[src/rtl/bpf_pkg.sv]
package bpf_pkg;
  typedef enum logic {
    FM_PREDICT = 1'b0,
    FM_SLOT    = 1'b1
  } fetch_mode_e;
endpackage

[src/rtl/bpf_pred_table.sv]
module bpf_pred_table #(
  parameter int PC_W  = 32,
  parameter int IDX_W = 4
) (
  input  logic             clk_i,
  input  logic             rst_ni,
  input  logic [IDX_W-1:0] rd_idx_i,
  output logic             rd_taken_o,
  output logic [PC_W-1:0]  rd_tgt_o,
  input  logic             wr_en_i,
  input  logic [IDX_W-1:0] wr_idx_i,
  input  logic             wr_taken_i,
  input  logic [PC_W-1:0]  wr_tgt_i
);
  localparam int DEPTH = 1 << IDX_W;

  logic [DEPTH-1:0] taken_vec;
  logic [PC_W-1:0]  tgt_arr [DEPTH];

  for (genvar e = 0; e < DEPTH; e++) begin : g_ent
    logic            ent_taken_q;
    logic [PC_W-1:0] ent_tgt_q;
    logic            ent_we;

    assign ent_we = wr_en_i && (wr_idx_i == IDX_W'(e));

    always_ff @(posedge clk_i or negedge rst_ni) begin
      if (!rst_ni) begin
        ent_taken_q <= 1'b0;
        ent_tgt_q   <= '0;
      end else if (ent_we) begin
        ent_taken_q <= wr_taken_i;
        // target kept from the last taken outcome only
        if (wr_taken_i) ent_tgt_q <= wr_tgt_i;
      end
    end

    assign taken_vec[e] = ent_taken_q;
    assign tgt_arr[e]   = ent_tgt_q;
  end

  assign rd_taken_o = taken_vec[rd_idx_i];
  assign rd_tgt_o   = tgt_arr[rd_idx_i];
endmodule

[src/rtl/bpf_resolve.sv]
module bpf_resolve #(
  parameter int PC_W       = 32,
  parameter int INSN_BYTES = 4
) (
  input  logic            clk_i,
  input  logic            rst_ni,
  input  logic [PC_W-1:0] fetch_pc_i,
  input  logic [PC_W-1:0] fetch_npc_i,
  input  logic            kill_i,
  input  logic            dec_br_i,
  input  logic [PC_W-1:0] dec_tgt_i,
  input  logic            dec_taken_i,
  output logic            hit_o,
  output logic [PC_W-1:0] act_npc_o,
  output logic [PC_W-1:0] exp_npc_o,
  output logic [PC_W-1:0] dec_pc_o
);
  logic            vld_q;
  logic [PC_W-1:0] pc_q;
  logic [PC_W-1:0] npc_q;

  // shadow of the fetch/decode register: address and the guess made for it
  always_ff @(posedge clk_i or negedge rst_ni) begin
    if (!rst_ni) begin
      vld_q <= 1'b0;
      pc_q  <= '0;
      npc_q <= '0;
    end else begin
      vld_q <= !kill_i;
      pc_q  <= fetch_pc_i;
      npc_q <= fetch_npc_i;
    end
  end

  assign hit_o     = vld_q && dec_br_i;
  assign act_npc_o = dec_taken_i ? dec_tgt_i : pc_q + PC_W'(INSN_BYTES);
  assign exp_npc_o = npc_q;
  assign dec_pc_o  = pc_q;
endmodule

[src/rtl/bpf_nextpc_sel.sv]
module bpf_nextpc_sel
  import bpf_pkg::*;
#(
  parameter int PC_W = 32
) (
  input  fetch_mode_e     mode_i,
  input  logic [PC_W-1:0] seq_pc_i,
  input  logic            pred_taken_i,
  input  logic [PC_W-1:0] pred_tgt_i,
  input  logic            hit_i,
  input  logic            dec_taken_i,
  input  logic [PC_W-1:0] dec_tgt_i,
  input  logic [PC_W-1:0] act_npc_i,
  input  logic [PC_W-1:0] exp_npc_i,
  output logic [PC_W-1:0] fetch_npc_o,
  output logic [PC_W-1:0] next_pc_o,
  output logic            flush_o
);
  logic mispred;

  always_comb begin
    fetch_npc_o = seq_pc_i;
    next_pc_o   = seq_pc_i;
    flush_o     = 1'b0;
    mispred     = 1'b0;
    unique case (mode_i)
      FM_SLOT: begin
        if (hit_i && dec_taken_i) next_pc_o = dec_tgt_i;
      end
      default: begin
        if (pred_taken_i) fetch_npc_o = pred_tgt_i;
        mispred   = hit_i && (act_npc_i != exp_npc_i);
        next_pc_o = mispred ? act_npc_i : fetch_npc_o;
        flush_o   = mispred;
      end
    endcase
  end
endmodule

[src/rtl/bpf_fetch_ctrl.sv]
module bpf_fetch_ctrl
  import bpf_pkg::*;
#(
  parameter int PC_W       = 32,
  parameter int IDX_W      = 4,
  parameter int INSN_BYTES = 4
) (
  input  logic             clk_i,
  input  logic             rst_ni,
  input  logic [PC_W-1:0]  fetch_pc_i,
  input  logic             dec_br_i,
  input  logic [PC_W-1:0]  dec_tgt_i,
  input  logic             dec_taken_i,
  input  logic             slot_mode_i,
  output logic [PC_W-1:0]  next_pc_o,
  output logic             flush_o,
  output logic             upd_vld_o,
  output logic [IDX_W-1:0] upd_idx_o,
  output logic             upd_taken_o
);
  localparam int OFS_W = $clog2(INSN_BYTES);

  fetch_mode_e     mode;
  logic [PC_W-1:0] seq_pc;
  logic            pred_taken;
  logic [PC_W-1:0] pred_tgt;
  logic [PC_W-1:0] fetch_npc;
  logic            hit;
  logic [PC_W-1:0] act_npc;
  logic [PC_W-1:0] exp_npc;
  logic [PC_W-1:0] dec_pc;

  assign mode   = slot_mode_i ? FM_SLOT : FM_PREDICT;
  assign seq_pc = fetch_pc_i + PC_W'(INSN_BYTES);

  bpf_pred_table #(.PC_W(PC_W), .IDX_W(IDX_W)) u_tbl (
    .clk_i      (clk_i),
    .rst_ni     (rst_ni),
    .rd_idx_i   (fetch_pc_i[OFS_W +: IDX_W]),
    .rd_taken_o (pred_taken),
    .rd_tgt_o   (pred_tgt),
    .wr_en_i    (hit),
    .wr_idx_i   (upd_idx_o),
    .wr_taken_i (dec_taken_i),
    .wr_tgt_i   (dec_tgt_i)
  );

  bpf_resolve #(.PC_W(PC_W), .INSN_BYTES(INSN_BYTES)) u_res (
    .clk_i       (clk_i),
    .rst_ni      (rst_ni),
    .fetch_pc_i  (fetch_pc_i),
    .fetch_npc_i (fetch_npc),
    .kill_i      (flush_o),
    .dec_br_i    (dec_br_i),
    .dec_tgt_i   (dec_tgt_i),
    .dec_taken_i (dec_taken_i),
    .hit_o       (hit),
    .act_npc_o   (act_npc),
    .exp_npc_o   (exp_npc),
    .dec_pc_o    (dec_pc)
  );

  bpf_nextpc_sel #(.PC_W(PC_W)) u_sel (
    .mode_i       (mode),
    .seq_pc_i     (seq_pc),
    .pred_taken_i (pred_taken),
    .pred_tgt_i   (pred_tgt),
    .hit_i        (hit),
    .dec_taken_i  (dec_taken_i),
    .dec_tgt_i    (dec_tgt_i),
    .act_npc_i    (act_npc),
    .exp_npc_i    (exp_npc),
    .fetch_npc_o  (fetch_npc),
    .next_pc_o    (next_pc_o),
    .flush_o      (flush_o)
  );

  assign upd_vld_o   = hit;
  assign upd_idx_o   = dec_pc[OFS_W +: IDX_W];
  assign upd_taken_o = dec_taken_i;
endmodule

[config.mk]
export PLATFORM = sky130hd
export DESIGN_NAME = bpf_fetch_ctrl
export DESIGN_NICKNAME = d
export VERILOG_FILES = /design/src/rtl/bpf_pkg.sv /design/src/rtl/bpf_pred_table.sv /design/src/rtl/bpf_resolve.sv /design/src/rtl/bpf_nextpc_sel.sv /design/src/rtl/bpf_fetch_ctrl.sv
export SDC_FILE = /design/constraint.sdc
export NUM_CORES = 1
export LEC_CHECK = 0
export BUFFER_PORTS_ARGS = -buffer_cell sky130_fd_sc_hd__buf_2
export CORE_ASPECT_RATIO = 0.6
export CORE_MARGIN = 1.5
export CORE_UTILIZATION = 56
export CTS_CLUSTER_DIAMETER = 150
export DETAILED_ROUTE_END_ITERATION = 10
export GPL_TIMING_DRIVEN = 0
export PLACE_DENSITY = 0.75
export SYNTH_ARGS = -nofsm -noshare
export SYNTH_HDL_FRONTEND = slang
export SYNTH_HIERARCHICAL = 1
export SYNTH_SLANG_ARGS = --single-unit
export TNS_END_PERCENT = 10
[constraint.sdc]
create_clock -name clk_i -period 5.1 [get_ports clk_i]
set_clock_uncertainty 0.2 [all_clocks]
set_input_delay 1.275 -clock clk_i [delete_from_list [all_inputs] [get_ports clk_i]]
set_output_delay 1.275 -clock clk_i [all_outputs]
set_load 0.005 [all_outputs]
# [Word level (Yosys, flattened, before mapping)]
# Index checks and enable logic that the tools add are counted.
[totals] output_inout_bits=39 reg_bits=593 in_bits=69 wordCells=106
[classes] eq_ne=16 order_cmp=2 bitwise=1 muxes=13 addsub=2 n_reduce_logical=37
[ops] cell="two-way mux 32 bit" count=8
[ops] cell="binary-select mux 32 bit (select 4 bit)" count=1
[ops] cell="adder 32 x 3 -> 32 bit (second input constant)" count=2
[ops] cell="equality test 4 bit (second input constant)" count=8
[ops] cell="inequality test 32 bit" count=1
[ops] cell="AND reduction 2 bit" count=16
[ops] cell="logical AND 1 bit" count=19
[ops] cell="equality test 4 x 3 -> 1 bit (second input constant)" count=4
[ops] cell="equality test 4 x 2 -> 1 bit (second input constant)" count=2
[ops] cell="greater-or-equal comparator 5 bit (second input constant)" count=1
[ops] cell="< comparator 4 x 5 -> 1 bit (second input constant)" count=1
[ops] cell="NOT 4 -> 5 bit" count=1
[ops] cell="binary-select mux 1 bit (select 4 bit)" count=1
[ops] cell="equality test 4 x 1 -> 1 bit (second input constant)" count=1
[ops] cell="zero test 4 bit" count=1
[ops] cell="two-way mux 1 bit" count=3
[ops] cell="zero test 1 bit" count=1

# [Longest topological paths before layout]
[logic_depth] depth_word=7 depth_mapped=13 depth_no_buf=11

# [Modules after synthesis]
# The synthesis kept the hierarchy.
[modules_own_cells] module="bpf_pred_table" seq_area_each_um2=13212.7 instances=1 area_per_inst_um2=23582.6 cells_each=1470
[modules_own_cells] module="bpf_nextpc_sel" seq_area_each_um2=0.0 instances=1 area_per_inst_um2=2771.4 cells_each=449
[modules_own_cells] module="bpf_resolve" seq_area_each_um2=1626.6 instances=1 area_per_inst_um2=2596.2 cells_each=229
[modules_own_cells] module="bpf_fetch_ctrl" seq_area_each_um2=0.0 instances=1 area_per_inst_um2=573.0 cells_each=82

# [Worst setup path before layout]
# No wires, ideal clock.
[synth_path] path_kind="input to output" start="input port fetch_pc_i[2]" end="output port next_pc_o[10]" required_ns=3.625 arrival_ns=3.622 n_path_buf=5 path_slack_ns=0.003 stages=12 path_cell_list="clkbuf_1 > buf_2 > buf_2 > mux4_2 > a22oi_1 > nand2_1 > clkbuf_1 > buf_2 > mux2i_1 > inv_1 > nor4_1 > nor3_1"
[synth_via] elab_cells_between_ends=11 classes_between="add/sub (1); mux (9); bitwise (1)"
[synth_lines] item="from (decl)" line="bpf_fetch_ctrl.sv:10" rtl="input logic [PC_W-1:0] fetch_pc_i,"
[synth_lines] item="binary-select mux 1 bit (select 4 bit)" line="bpf_pred_table.sv:42" rtl="assign rd_taken_o = taken_vec[rd_idx_i];"
[synth_lines] item="two-way mux 1 bit (implied by the code)" line="bpf_pred_table.sv:42"
[synth_lines] item="net pred_taken" line="bpf_fetch_ctrl.sv:25" rtl="logic pred_taken;"
[synth_lines] item="two-way mux 32 bit" line="bpf_nextpc_sel.sv:31" rtl="if (pred_taken_i) fetch_npc_o = pred_tgt_i;"
[synth_lines] item="two-way mux 32 bit" line="bpf_nextpc_sel.sv:33" rtl="next_pc_o = mispred ? act_npc_i : fetch_npc_o;"
[synth_lines] item="two-way mux 32 bit" line="bpf_nextpc_sel.sv:26" rtl="unique case (mode_i)"
[synth_lines] item="to (decl)" line="bpf_fetch_ctrl.sv:15" rtl="output logic [PC_W-1:0] next_pc_o,"
# The timed path passes the listed nets, and every way through them passes these cells. The select of a mux whose other input is x is not followed.

# [Worst setup path in the final report]
[layout_path] start="input port fetch_pc_i[2]" end="output port next_pc_o[5]"
# The elaborated chain is that of the path after synthesis.

==> results.json <==
{
  "cts_hold_buf": 0,
  "final_nets": 2511,
  "violations": "setup timing",
  "fin_crit_ns": 5.68,
  "cellPowerDensity_nw_per_um2": 368,
  "syn_area_um2": 29500,
  "grt_max_degree": 127,
  "drc": 0,
  "design.die.area_um2": 54200,
  "setup.worst_path.start": "fetch_pc_i[2]",
  "hp-class": "reg2reg",
  "end_kind": "output port",
  "seq_area_frac_synth": 0.503,
  "fill_cells": 3545,
  "drt_iter0_drc": 2661,
  "pre_cts_slack_ns": -2.02,
  "antenna_found_initial": 4,
  "wl_um": 89800,
  "area_growth_syn_to_layout_pct": 17.5,
  "seqPwrFrac": 0.466,
  "initial_core_util": 0.573,
  "cts.sinks": 593,
  "final_core_util": 0.674,
  "core_area_um2": 51500,
  "fmax_ghz": 0.176,
  "p_clk_frac": 0.335,
  "synth_warnings": 6,
  "synth_enable_flop_cells": 0,
  "placed_area_um2": 31100,
  "grt_pass1_vias": 21427,
  "critPathKind": "in2out",
  "netlist_top_cells_count": "dfrtp_1, mux2_2, nand2_1, mux4_2, clkbuf_1",
  "rows": 64,
  "syn_avg_cell_area_um2": 13.2,
  "hold_viol_final": 0,
  "drt-vias-per-instance": 6.67,
  "grt-ovfl-total": 0,
  "dp_hpwl_um": 62200,
  "synth_area_leaders": "dfrtp_1, mux2_2, mux4_2",
  "dp_cells": 3035,
  "r2r_start": "u_res/dec_pc_o[5]$_DFF_PN0_",
  "drive_above_1_share": 0.477,
  "setup_violations": 33,
  "vias": 21204,
  "post-route-period-util": 1.11,
  "multi_input_area_um2": 14700,
  "comb_power_share": 0.199,
  "htreeDepth": 2,
  "slew_headroom": 0.266,
  "die_y_um": 181,
  "numCtsBuffers": 54,
  "tns_ns": -16.69,
  "max_cap_viol_count": 0,
  "peakVddDrop_v": 0.000312,
  "dr.pass1.iters": 6,
  "ys_async_sr_fraction": 1.00,
  "die_width_um": 299,
  "antenna_left": 0,
  "wl_per_cell_um": 28.3,
  "yosys_register_bits": 593,
  "port_buffers": 107,
  "gp_congestion": 0.932,
  "leakage_uw": 0.0153,
  "required_ns": 3.62,
  "ys.flop_type": "dfrtp_1",
  "cts_root_buf": "clkbuf_16",
  "synth_most_common_cell": "dfrtp_1",
  "synthesis.nets": 2301,
  "cts_max_path_buffers": 3,
  "fin_area_um2": 34700,
  "area.sequential_um2": 14900,
  "clkLatencyLatePin_ns": 0.62,
  "switching_share": 0.280,
  "yosys.area.top_type": "dfrtp_1",
  "timing.final.max_slew_violations": 0,
  "rsz0062_at_grt": "true",
  "grt_pass1_wl_um": 135000,
  "cts_tree": "yes",
  "start_kind": "input pin",
  "critPathMaxFanout": 10,
  "worst_slew_pin_slew_ns": 1.10,
  "boundaryPins": 108,
  "p_int_uw": 9180,
  "synth_cells": 2230,
  "outcome": "finished with violations",
  "finalWorstSetupSlack_ns": -0.581,
  "clk_pin_slew_ns": 0.06,
  "stdcell_count": 3180,
  "crit_arrival_ns": 4.21,
  "hold_start": "u_tbl/g_ent[2].ent_tgt_q[8]$_DFFE_PN0P_",
  "grt_util_all_layers": 0.330,
  "p_sw_uw": 3570,
  "synth_top_area_share": 0.503,
  "synthDistinctLibCells": 50
}
## layout by cell type, fill, tap and decap left out, drive strengths merged, types with 2 or more instances in the layout
cell	synthesis	final
a21oi	32	32
a22oi	66	66
a31oi	13	13
a32o	32	32
and2	4	4
and3	9	9
and4	5	5
buf	87	245
bufinv	0	4
clkbuf	104	179
clkinv	1	13
dfrtp	593	593
diode	0	4
ha	2	2
inv	37	40
mux2	547	547
mux2i	32	32
mux4	132	132
nand2	143	143
nand2b	7	7
nand3	53	53
nand3b	3	3
nand4	18	18
nand4b	2	2
nor2	67	67
nor2b	3	3
nor3	40	40
nor4	44	44
nor4b	2	2
o21ai	44	44
o31ai	9	9
or2	3	3
or3	6	6
or3b	2	2
or4	11	11
xnor2	33	33
xor2	41	41
## sequential cells by signal (all words and copies together) (netlist names)
register	flops
u_tbl/g_ent.ent_tgt_q	512
u_res/dec_pc_o	32
u_res/exp_npc_o	32
u_tbl/g_ent.ent_taken_q	16
u_res/vld_q	1
## metal layers
metal  global-route usage  wire [um]  vias to the layer above  share of wire
li1                     -          -                     8659              -
met1                0.503      38900                    11138           0.43
met2                0.475      38900                     1219           0.43
met3               0.0835       9800                      188           0.11
met4               0.0778       2270                        0          0.025
met5                    0          0                        -              0
## power groups by stage
stage	Clock [uW]	Combinational (uW)	Sequential, uW
6_report	4270	2540	5950
5_1_grt	4510	2680	6030
4_1_cts	4310	2430	5930
3_5_place_dp	0	2300	6010
3_3_place_gp	0	2200	5940
2_1_floorplan	0	1600	5850
## logic make-up after synthesis
group / Yosys count / synth area share
AOI/OAI and AO/OA: 198 / 0.0461
buffers and inverters: 229 / 0.0356
muxes: 711 / 0.321
DFF: 593 / 0.503
and+or+nand+nor: 423 / 0.0721
adders and majority gates: 2 / 0.000847
xor gates and xnor gates: 74 / 0.0220
## area by class of cell
type	count	area share
clock buffers	79	0.0457
diodes	4	0.000288
plain buffers	188	0.0325
flip-flops and latches	593	0.428
multi-input cells	1408	0.424
inverters	38	0.00415
clock inverters	20	0.00764
repair buffers	157	0.0326
well taps	693	0.0250
## worst max-delay path: stages
cell and delay, ns:
buf_4 0.15, clkbuf_8 0.19, buf_12 0.18, buf_12 0.19, mux4_2 0.52, a22oi_2 0.31, nand2_4 0.21, buf_8 0.22
mux2i_2 0.25, inv_1 0.13, nor4_4 0.31, nor3_4 0.09, buf_2 0.14
## worst paths after layout
| kind | end | cells after the start | slack [ns] |
|---|---|---|---|
| hold / removal | u_tbl/g_ent[2].ent_tgt_q[8]$_DFFE_PN0P_ | 1 | 0.30 |
| setup / recovery | next_pc_o[5] | 13 | -0.58 |
| setup reg to reg | u_res/vld_q$_DFF_PN0_ | 14 | 1.48 |
| min in group asynchronous | u_res/dec_pc_o[28]$_DFF_PN0_ | 1 | 0.35 |
| hold reg to reg | u_tbl/g_ent[2].ent_tgt_q[8]$_DFFE_PN0P_ | 1 | 0.30 |
| max in group asynchronous | u_tbl/g_ent[3].ent_tgt_q[10]$_DFFE_PN0P_ | 5 | 1.81 |
## through the flow
step           hold WS, ns  total power (uW)
2_1_floorplan        0.265              7450
3_3_place_gp         0.281              8140
3_5_place_dp         0.289              8310
4_1_cts              0.304             12700
5_1_grt              0.312             13200
6_report             0.304             12800
## what timing repair did
| item | CTS | global route |
|---|---|---|
| cloned | 2 | 1 |
| pin swaps | 55 | 36 |
| endpoints found under the setup margin | 33 | 33 |
| gates resized for setup | 211 | 80 |
| buffers inserted | 29 | 13 |
Note: power is estimated with default switching activity, not from simulation.
